## src/rtl/qspi_seq_pkg.sv

```systemverilog
package qspi_seq_pkg;

  typedef enum logic [1:0] {PH_CMD = 2'd0, PH_AD = 2'd1, PH_DATA = 2'd2} phase_e;

  typedef enum logic [2:0] {
    ST_IDLE = 3'd0, ST_LOAD = 3'd1, ST_LO = 3'd2, ST_HI = 3'd3, ST_FIN = 3'd4
  } state_e;

  typedef enum logic [1:0] {LW_1 = 2'd0, LW_2 = 2'd1, LW_4 = 2'd2} lanew_e;

  typedef struct packed {
    logic [3:0] cmd_len;
    logic [3:0] ad_len;
    lanew_e     lanes;
    logic       xmode;
    logic       nodata;
    logic       rd;
  } cfg_t;

  function automatic lanew_e lanes_of(input logic [1:0] mode);
    case (mode)
      2'd0:    return LW_1;
      2'd1:    return LW_2;
      default: return LW_4;
    endcase
  endfunction

  // index of the last SCK period of a byte for a lane width
  function automatic logic [2:0] last_slot(input lanew_e w);
    case (w)
      LW_1:    return 3'd7;
      LW_2:    return 3'd3;
      default: return 3'd1;
    endcase
  endfunction

endpackage

```

## src/rtl/qspi_lane_shifter.sv

```systemverilog
module qspi_lane_shifter
  import qspi_seq_pkg::*;
(
  input  logic       clk,
  input  logic       rst_n,
  input  logic       load_i,
  input  logic [7:0] load_data_i,
  input  logic       shift_i,
  input  lanew_e     width_i,
  input  logic       drive_i,
  input  logic [3:0] io_in_i,
  output logic [3:0] io_out_o,
  output logic [3:0] io_oe_o,
  output logic [7:0] data_o
);
  logic [7:0] sh_q;

  always_ff @(posedge clk or negedge rst_n) begin
    if (!rst_n) begin
      sh_q <= 8'h00;
    end else if (load_i) begin
      sh_q <= load_data_i;
    end else if (shift_i) begin
      case (width_i)
        LW_1:    sh_q <= {sh_q[6:0], io_in_i[1]};
        LW_2:    sh_q <= {sh_q[5:0], io_in_i[1:0]};
        default: sh_q <= {sh_q[3:0], io_in_i[3:0]};
      endcase
    end
  end

  logic [3:0] mask;
  always_comb begin
    case (width_i)
      LW_1: begin
        io_out_o = {3'b000, sh_q[7]};
        mask     = 4'b0001;
      end
      LW_2: begin
        io_out_o = {2'b00, sh_q[7:6]};
        mask     = 4'b0011;
      end
      default: begin
        io_out_o = sh_q[7:4];
        mask     = 4'b1111;
      end
    endcase
  end

  assign io_oe_o = drive_i ? mask : 4'b0000;
  assign data_o  = sh_q;
endmodule

```

## src/rtl/qspi_phase_ctrl.sv

```systemverilog
module qspi_phase_ctrl
  import qspi_seq_pkg::*;
#(
  parameter int LEN_W = 8
) (
  input  logic             clk,
  input  logic             rst_n,
  input  logic             start_i,
  input  cfg_t             cfg_i,
  input  logic [LEN_W-1:0] data_len_i,
  input  logic             tx_valid_i,
  input  logic             rx_busy_i,
  output logic             tx_ready_o,
  output logic             load_o,
  output logic             shift_o,
  output lanew_e           width_o,
  output logic             drive_o,
  output logic             rx_cap_o,
  output logic             sck_o,
  output logic             cs_n_o,
  output logic             done_o,
  output logic             busy_o
);
  localparam int RW = (LEN_W > 4) ? LEN_W : 4;

  state_e           state;
  phase_e           phase;
  cfg_t             cfg_q;
  logic [LEN_W-1:0] dlen_q;
  logic [RW-1:0]    rem;
  logic [2:0]       slot;
  lanew_e           cur_w;
  logic             drive_q;

  logic   rd_data, go;
  lanew_e phase_w;

  assign rd_data    = (phase == PH_DATA) && cfg_q.rd;
  assign phase_w    = (phase == PH_CMD) ? LW_1 :
                      ((phase == PH_AD) && cfg_q.xmode) ? LW_1 : cfg_q.lanes;
  assign tx_ready_o = (state == ST_LOAD) && (rem != '0) && !rd_data;
  assign go         = (state == ST_LOAD) && (rem != '0) &&
                      (rd_data ? !rx_busy_i : tx_valid_i);
  assign load_o     = go && !rd_data;
  assign shift_o    = (state == ST_HI);
  assign rx_cap_o   = (state == ST_HI) && (slot == 3'd0) && rd_data;
  assign sck_o      = (state == ST_HI);
  assign cs_n_o     = (state == ST_IDLE);
  assign done_o     = (state == ST_FIN);
  assign busy_o     = (state != ST_IDLE);
  assign width_o    = cur_w;
  assign drive_o    = drive_q &&
                      ((state == ST_LOAD) || (state == ST_LO) || (state == ST_HI));

  always_ff @(posedge clk or negedge rst_n) begin
    if (!rst_n) begin
      state   <= ST_IDLE;
      phase   <= PH_CMD;
      cfg_q   <= '0;
      dlen_q  <= '0;
      rem     <= '0;
      slot    <= 3'd0;
      cur_w   <= LW_1;
      drive_q <= 1'b0;
    end else begin
      unique case (state)
        ST_IDLE: if (start_i) begin
          cfg_q   <= cfg_i;
          dlen_q  <= data_len_i;
          phase   <= PH_CMD;
          rem     <= RW'(cfg_i.cmd_len);
          cur_w   <= LW_1;
          drive_q <= 1'b1;
          state   <= ST_LOAD;
        end
        ST_LOAD: begin
          if (rem == '0) begin
            case (phase)
              PH_CMD: begin
                phase <= PH_AD;
                rem   <= RW'(cfg_q.ad_len);
              end
              PH_AD: begin
                phase <= PH_DATA;
                rem   <= cfg_q.nodata ? '0 : RW'(dlen_q);
              end
              default: state <= ST_FIN;
            endcase
          end else if (go) begin
            cur_w   <= phase_w;
            drive_q <= !rd_data;
            slot    <= last_slot(phase_w);
            state   <= ST_LO;
          end
        end
        ST_LO: state <= ST_HI;
        ST_HI: begin
          if (slot == 3'd0) begin
            rem   <= rem - RW'(1);
            state <= ST_LOAD;
          end else begin
            slot  <= slot - 3'd1;
            state <= ST_LO;
          end
        end
        ST_FIN: state <= ST_IDLE;
        default: state <= ST_IDLE;
      endcase
    end
  end
endmodule

```

## src/rtl/qspi_phase_seq.sv

```systemverilog
module qspi_phase_seq
  import qspi_seq_pkg::*;
#(
  parameter int LEN_W = 8
) (
  input  logic             clk,
  input  logic             rst_n,
  input  logic             start,
  input  logic [3:0]       cfg_cmd_len,
  input  logic [3:0]       cfg_ad_len,
  input  logic [1:0]       cfg_lane_mode,
  input  logic             cfg_xmode,
  input  logic             cfg_nodata,
  input  logic             cfg_read,
  input  logic [LEN_W-1:0] cfg_data_len,
  output logic             busy,
  output logic             done,
  input  logic             tx_valid,
  output logic             tx_ready,
  input  logic [7:0]       tx_data,
  output logic             rx_valid,
  input  logic             rx_ready,
  output logic [7:0]       rx_data,
  output logic             sck,
  output logic             cs_n,
  output logic [3:0]       io_out,
  output logic [3:0]       io_oe,
  input  logic [3:0]       io_in
);
  cfg_t       cfg;
  logic       load, shift, drive, rx_cap, cap_d;
  lanew_e     width;
  logic [7:0] sh_data;

  assign cfg = '{cmd_len: cfg_cmd_len, ad_len: cfg_ad_len,
                 lanes: lanes_of(cfg_lane_mode), xmode: cfg_xmode,
                 nodata: cfg_nodata, rd: cfg_read};

  qspi_phase_ctrl #(.LEN_W(LEN_W)) u_ctrl (
    .clk(clk), .rst_n(rst_n), .start_i(start), .cfg_i(cfg),
    .data_len_i(cfg_data_len), .tx_valid_i(tx_valid),
    .rx_busy_i(rx_valid || cap_d), .tx_ready_o(tx_ready), .load_o(load),
    .shift_o(shift), .width_o(width), .drive_o(drive), .rx_cap_o(rx_cap),
    .sck_o(sck), .cs_n_o(cs_n), .done_o(done), .busy_o(busy)
  );

  qspi_lane_shifter u_shift (
    .clk(clk), .rst_n(rst_n), .load_i(load), .load_data_i(tx_data),
    .shift_i(shift), .width_i(width), .drive_i(drive), .io_in_i(io_in),
    .io_out_o(io_out), .io_oe_o(io_oe), .data_o(sh_data)
  );

  // one-byte inbound holding register; capture one cycle after the last shift
  always_ff @(posedge clk or negedge rst_n) begin
    if (!rst_n) begin
      cap_d    <= 1'b0;
      rx_valid <= 1'b0;
      rx_data  <= 8'h00;
    end else begin
      cap_d <= rx_cap;
      if (cap_d) begin
        rx_data  <= sh_data;
        rx_valid <= 1'b1;
      end else if (rx_ready) begin
        rx_valid <= 1'b0;
      end
    end
  end
endmodule

```

## config.mk

```make
export PLATFORM = sky130hd
export DESIGN_NAME = qspi_phase_seq
export DESIGN_NICKNAME = d
export VERILOG_FILES = /design/src/rtl/qspi_seq_pkg.sv /design/src/rtl/qspi_lane_shifter.sv /design/src/rtl/qspi_phase_ctrl.sv /design/src/rtl/qspi_phase_seq.sv
export SDC_FILE = /design/constraint.sdc
export NUM_CORES = 1
export LEC_CHECK = 0
export BUFFER_PORTS_ARGS = -buffer_cell sky130_fd_sc_hd__buf_4
export CAP_MARGIN = 30
export CELL_PAD_IN_SITES_DETAIL_PLACEMENT = 1
export CELL_PAD_IN_SITES_GLOBAL_PLACEMENT = 1
export CORE_ASPECT_RATIO = 0.75
export CORE_MARGIN = 2
export CORE_UTILIZATION = 39
export DETAILED_ROUTE_END_ITERATION = 6
export GPL_ROUTABILITY_DRIVEN = 0
export PLACE_DENSITY = 0.79
export SKIP_LAST_GASP = 1
export SLEW_MARGIN = 20
export SYNTH_ARGS = -nofsm -noshare
export SYNTH_HDL_FRONTEND = slang
export SYNTH_SLANG_ARGS = --single-unit
```

## constraint.sdc

```tcl
create_clock -name clk -period 2.1 [get_ports clk]
set_clock_uncertainty 0.15 [all_clocks]
set_input_delay 0.105 -clock clk [delete_from_list [all_inputs] [get_ports clk]]
set_output_delay 0.105 -clock clk [all_outputs]
set_load 0.01 [all_outputs]
```

==> flow_metrics.env <==
export IMPL_worst_slew_pin_slew_ns=0.703
export IMPL_cp_num_buf_inv=1
export IMPL_crit_chain="inv_2 -> ha_4 -> or4b_4 -> o21ai_4 -> nand2_4 -> mux2_4"
export IMPL_synthesis_area_per_instance_sq_um=10.7
export IMPL_maxClockFrequency_mhz=485
export IMPL_timing_hold_worst_start="io_in[3]"
export IMPL_grt_pass1_wl_um=14400
export IMPL_timing_critical_path_max_delay_family="simple AND/OR/NAND/NOR gates"
export IMPL_crit_path_max_incr_delay_ns=0.48
export IMPL_final_cell_mix="82 x sky130_fd_sc_hd__buf_4, 54 x sky130_fd_sc_hd__dfrtp_1, 30 x sky130_fd_sc_hd__mux2_2, 30 x sky130_fd_sc_hd__dlygate4sd3_1, 19 x sky130_fd_sc_hd__nand2_1"
export IMPL_cap_viol_max_count=0
export IMPL_clock_tree_htree_level_count=2
export IMPL_synth_seq_area_share=0.453
export IMPL_finalHoldViolCount=0
export IMPL_worst_r2r_endpoint="u_ctrl.rem[2]$_DFFE_PN0P_"
export IMPL_worst_r2r_setup_slack_ns=0.04
export IMPL_number_of_antenna_violations_at_the_first_check_in_global_routing=0
export IMPL_grt_usage=0.220
export IMPL_setup_slack_ns=0.0402
export IMPL_fp_dieArea_sq_um=8370
export IMPL_row_count=27
export IMPL_num_fill_cells=840
export IMPL_drt_iter0_drc=101
export IMPL_synth_compound_area_frac=0.159
export IMPL_number_of_remaining_drc_errors=0
export IMPL_combinationalPowerShare=0.551
export IMPL_grt_overflow_total=0
export IMPL_dpl_cell_count=442
export IMPL_die_height_um=79.7
export IMPL_tritoncts="yes"
export IMPL_timing_hold_worst_path_depth=4
export IMPL_via_count_of_the_first_global_routing_pass=2706
export IMPL_reg2reg_depth=6
export IMPL_share_of_layout_cells_above_drive_strength_1=0.372
export IMPL_preCtsSetupSlack_ns=-0.0557
export IMPL_synth_edf_count=0
export IMPL_detail_route_vias_per_cell=5.49
export IMPL_cell_int_power_mw=3.45
export IMPL_synthAdderAreaFrac=0.0126
export IMPL_cts_made_buffers=5
export IMPL_drt_first_pass_iters=4
export IMPL_worst_setup_path_end_kind="register"
export IMPL_yosysUniqueCellTypes=56
export IMPL_port_buffer_count=59
export IMPL_synth_cells=278
export IMPL_async_reset_ff_frac=1.00
export IMPL_power_total_mw=5.84
export IMPL_dpl_hpwl_um=6080
export IMPL_drtAntennaViolNets=0
export IMPL_insertedDiodeCount=0
export IMPL_synth_top_family_by_area="multiplexers"
export IMPL_worstPathArrival_ns=2.11
export IMPL_mappedNetlistNets=319
export IMPL_cp_required_ns=2.15
export IMPL_clkPwrFrac=0.121
export IMPL_number_of_storage_elements_in_the_synthesis_netlist=54
export IMPL_grt_start_max_net_pins=55
export IMPL_synth_yosys_warnings=0
export IMPL_status="finished clean"
export IMPL_initial_core_util=0.405
export IMPL_slew_headroom=0.531
export IMPL_proportion_of_synthesized_area_in_mux_cells=0.166
export IMPL_netSwitchingFraction=0.409
export IMPL_fin_setup_tns_ns=0
export IMPL_timing_max_transition_violations_final=0
export IMPL_clock_root_buffer="sky130_fd_sc_hd__clkbuf_8"
export IMPL_die_x_um=105
export IMPL_timing_final_setup_violations=0
export IMPL_timing_critical_path_fanout_max=5
export IMPL_wire_length_per_cell_um=18.8
export IMPL_layout_cells_most_common="sky130_fd_sc_hd__buf_4"
export IMPL_path_clk_slew_ns=0.10
export IMPL_cts_num_sinks=54
export IMPL_hold_end="u_shift.data_o[3]$_DFFE_PN0P_"
export IMPL_drt_total_wl_um=9070
export IMPL_crit_reg2reg_launch="u_ctrl.rem[1]$_DFFE_PN0P_"
export IMPL_unrepaired_setup_endpoints_after_global_routing="true"
export IMPL_synth_xor_area_frac=0.00881
export IMPL_vdd_drop_max_mv=0.593
export IMPL_timing_critical_path_slowest_stage_cell="sky130_fd_sc_hd__or4b_4"
export IMPL_layout_nets=422
export IMPL_dominantRegCellSynth="sky130_fd_sc_hd__dfrtp_1"
export IMPL_synth_simple_area_share=0.160
export IMPL_clk_insertion_delay_late_ns=0.31
export IMPL_max_clock_path_buffers=2
export IMPL_sequentialPowerShare=0.328
export IMPL_pin_count=60
export IMPL_core_sq_um=7360
export IMPL_layoutNonFillerInstCount=483
export IMPL_detailroute_via_count=2652
export IMPL_power_net_switching_mw=2.39
export IMPL_layout_area_overhead_vs_synth_pct=38.7
export IMPL_synth_area_sq_um=2980
export IMPL_sequential_cell_area_sq_um=1350
export IMPL_power_density_nw_per_um2=1410
export IMPL_worst_setup_path_start_kind="register"
export IMPL_final_min_clock_period_ns=2.06
export IMPL_p_leak_nw=1.87
export IMPL_multiInputGateArea_sq_um=1570
export IMPL_period_share=0.981
export IMPL_setup_worst_path_class="reg -> reg"
export IMPL_holdCritPathClass="in -> reg"
## stage by stage
step	hold slack (ns)	util	cell area (sq um)
floorplan	-0.341	-	2990
CTS	0.00232	0.553	4070
detailed placement	0.0532	0.495	3650
global route	0.0163	0.562	4140
finish	0.0110	0.562	4140
global placement	0.0481	0.495	3650
## worst min-delay path, cell delays in order
cell and delay [ns]:
sky130_fd_sc_hd__buf_4 0.08, sky130_fd_sc_hd__mux2i_1 0.06, sky130_fd_sc_hd__nor2_1 0.09, sky130_fd_sc_hd__a221o_1 0.11
## layer usage
layer / GRT usage / share of wire
met1: 0.300 / 0.46
met2: 0.375 / 0.50
met3: 0.0376 / 0.035
met4: 0.0373 / 0.0086
met5: 0 / 0
## power by group through the flow
| stage | logic [mW] | registers [mW] | clock network [mW] |
|---|---|---|---|
| detailed placement | 2.95 | 1.91 | 0 |
| floorplan | 1.97 | 1.79 | 0 |
| finish | 3.21 | 1.92 | 0.706 |
| global placement | 2.84 | 1.88 | 0 |
| global route | 3.48 | 1.98 | 0.768 |
| CTS | 3.04 | 1.89 | 0.723 |
## cell families (layout without fill, tap and decap cells)
kind of cell,Yosys count,after routing
AND/OR/NAND/NOR,85,85
XOR/XNOR,3,3
adder cells (fa/ha/maj),3,3
multiplexers,45,45
flip-flops,54,54
buffers and inverters,27,131
AO/OA/AOI/OAI,61,61
## worst max path at each step
stage / to / cells after the start / startpoint / slack, ns
after floorplan: u_shift.data_o[6]$_DFFE_PN0P_ / 7 / u_ctrl.rem[0]$_DFFE_PN0P_ / 0.03
after global placement: u_shift.data_o[0]$_DFFE_PN0P_ / 7 / u_ctrl.rem[1]$_DFFE_PN0P_ / 0.06
after global routing: u_ctrl.rem[3]$_DFFE_PN0P_ / 7 / u_ctrl.rem[0]$_DFFE_PN0P_ / -0.05
final: u_ctrl.rem[2]$_DFFE_PN0P_ / 6 / u_ctrl.rem[1]$_DFFE_PN0P_ / 0.04
after detailed placement: u_shift.data_o[1]$_DFFE_PN0P_ / 7 / u_ctrl.rem[0]$_DFFE_PN0P_ / -0.06
after CTS: u_ctrl.rem[2]$_DFFE_PN0P_ / 6 / u_ctrl.rem[1]$_DFFE_PN0P_ / 0.006
## cells in the mapped netlist (7+ instances only)
| library cell | n | area, sq um |
|---|---|---|
| sky130_fd_sc_hd__o21ai_0 | 11 | 55.1 |
| sky130_fd_sc_hd__mux2_2 | 30 | 338 |
| sky130_fd_sc_hd__nor3_1 | 7 | 35.0 |
| sky130_fd_sc_hd__a221o_1 | 8 | 80.1 |
| sky130_fd_sc_hd__mux2i_1 | 12 | 120 |
| sky130_fd_sc_hd__and2_1 | 7 | 43.8 |
| sky130_fd_sc_hd__dfrtp_1 | 54 | 1350 |
| sky130_fd_sc_hd__inv_1 | 9 | 33.8 |
| sky130_fd_sc_hd__nor2_1 | 15 | 56.3 |
| sky130_fd_sc_hd__clkbuf_1 | 9 | 33.8 |
| sky130_fd_sc_hd__nand2_1 | 19 | 71.3 |
## repair_timing
action / 4_1_cts / 5_1_grt
hold buffers: 30 / 0
endpoints found under the setup margin: 6 / 16
buffers inserted: 0 / 3
resized for setup: 4 / 10
pin swaps: 0 / 2
hold endpoints to repair: 82 / 0
## registers in the layout, summed over array words and instances (netlist names), 3 cells and up
| register | flops |
|---|---|
| u_ctrl.cfg_q | 9 |
| u_ctrl.state | 3 |
| u_ctrl.dlen_q | 8 |
| u_ctrl.rem | 8 |
| u_shift.data_o | 8 |
| u_ctrl.slot | 3 |
| rx_data | 8 |
## layout make-up
| cell class | count | share of cell area |
|---|---|---|
| clock buffer | 5 | 0.0166 |
| inverter | 9 | 0.00817 |
| tap | 101 | 0.0306 |
| clock inverter | 3 | 0.00968 |
| multi-input combinational | 197 | 0.379 |
| sequential | 54 | 0.327 |
| timing repair buffer | 114 | 0.229 |
No activity file was read; power rests on OpenSTA's default activity.
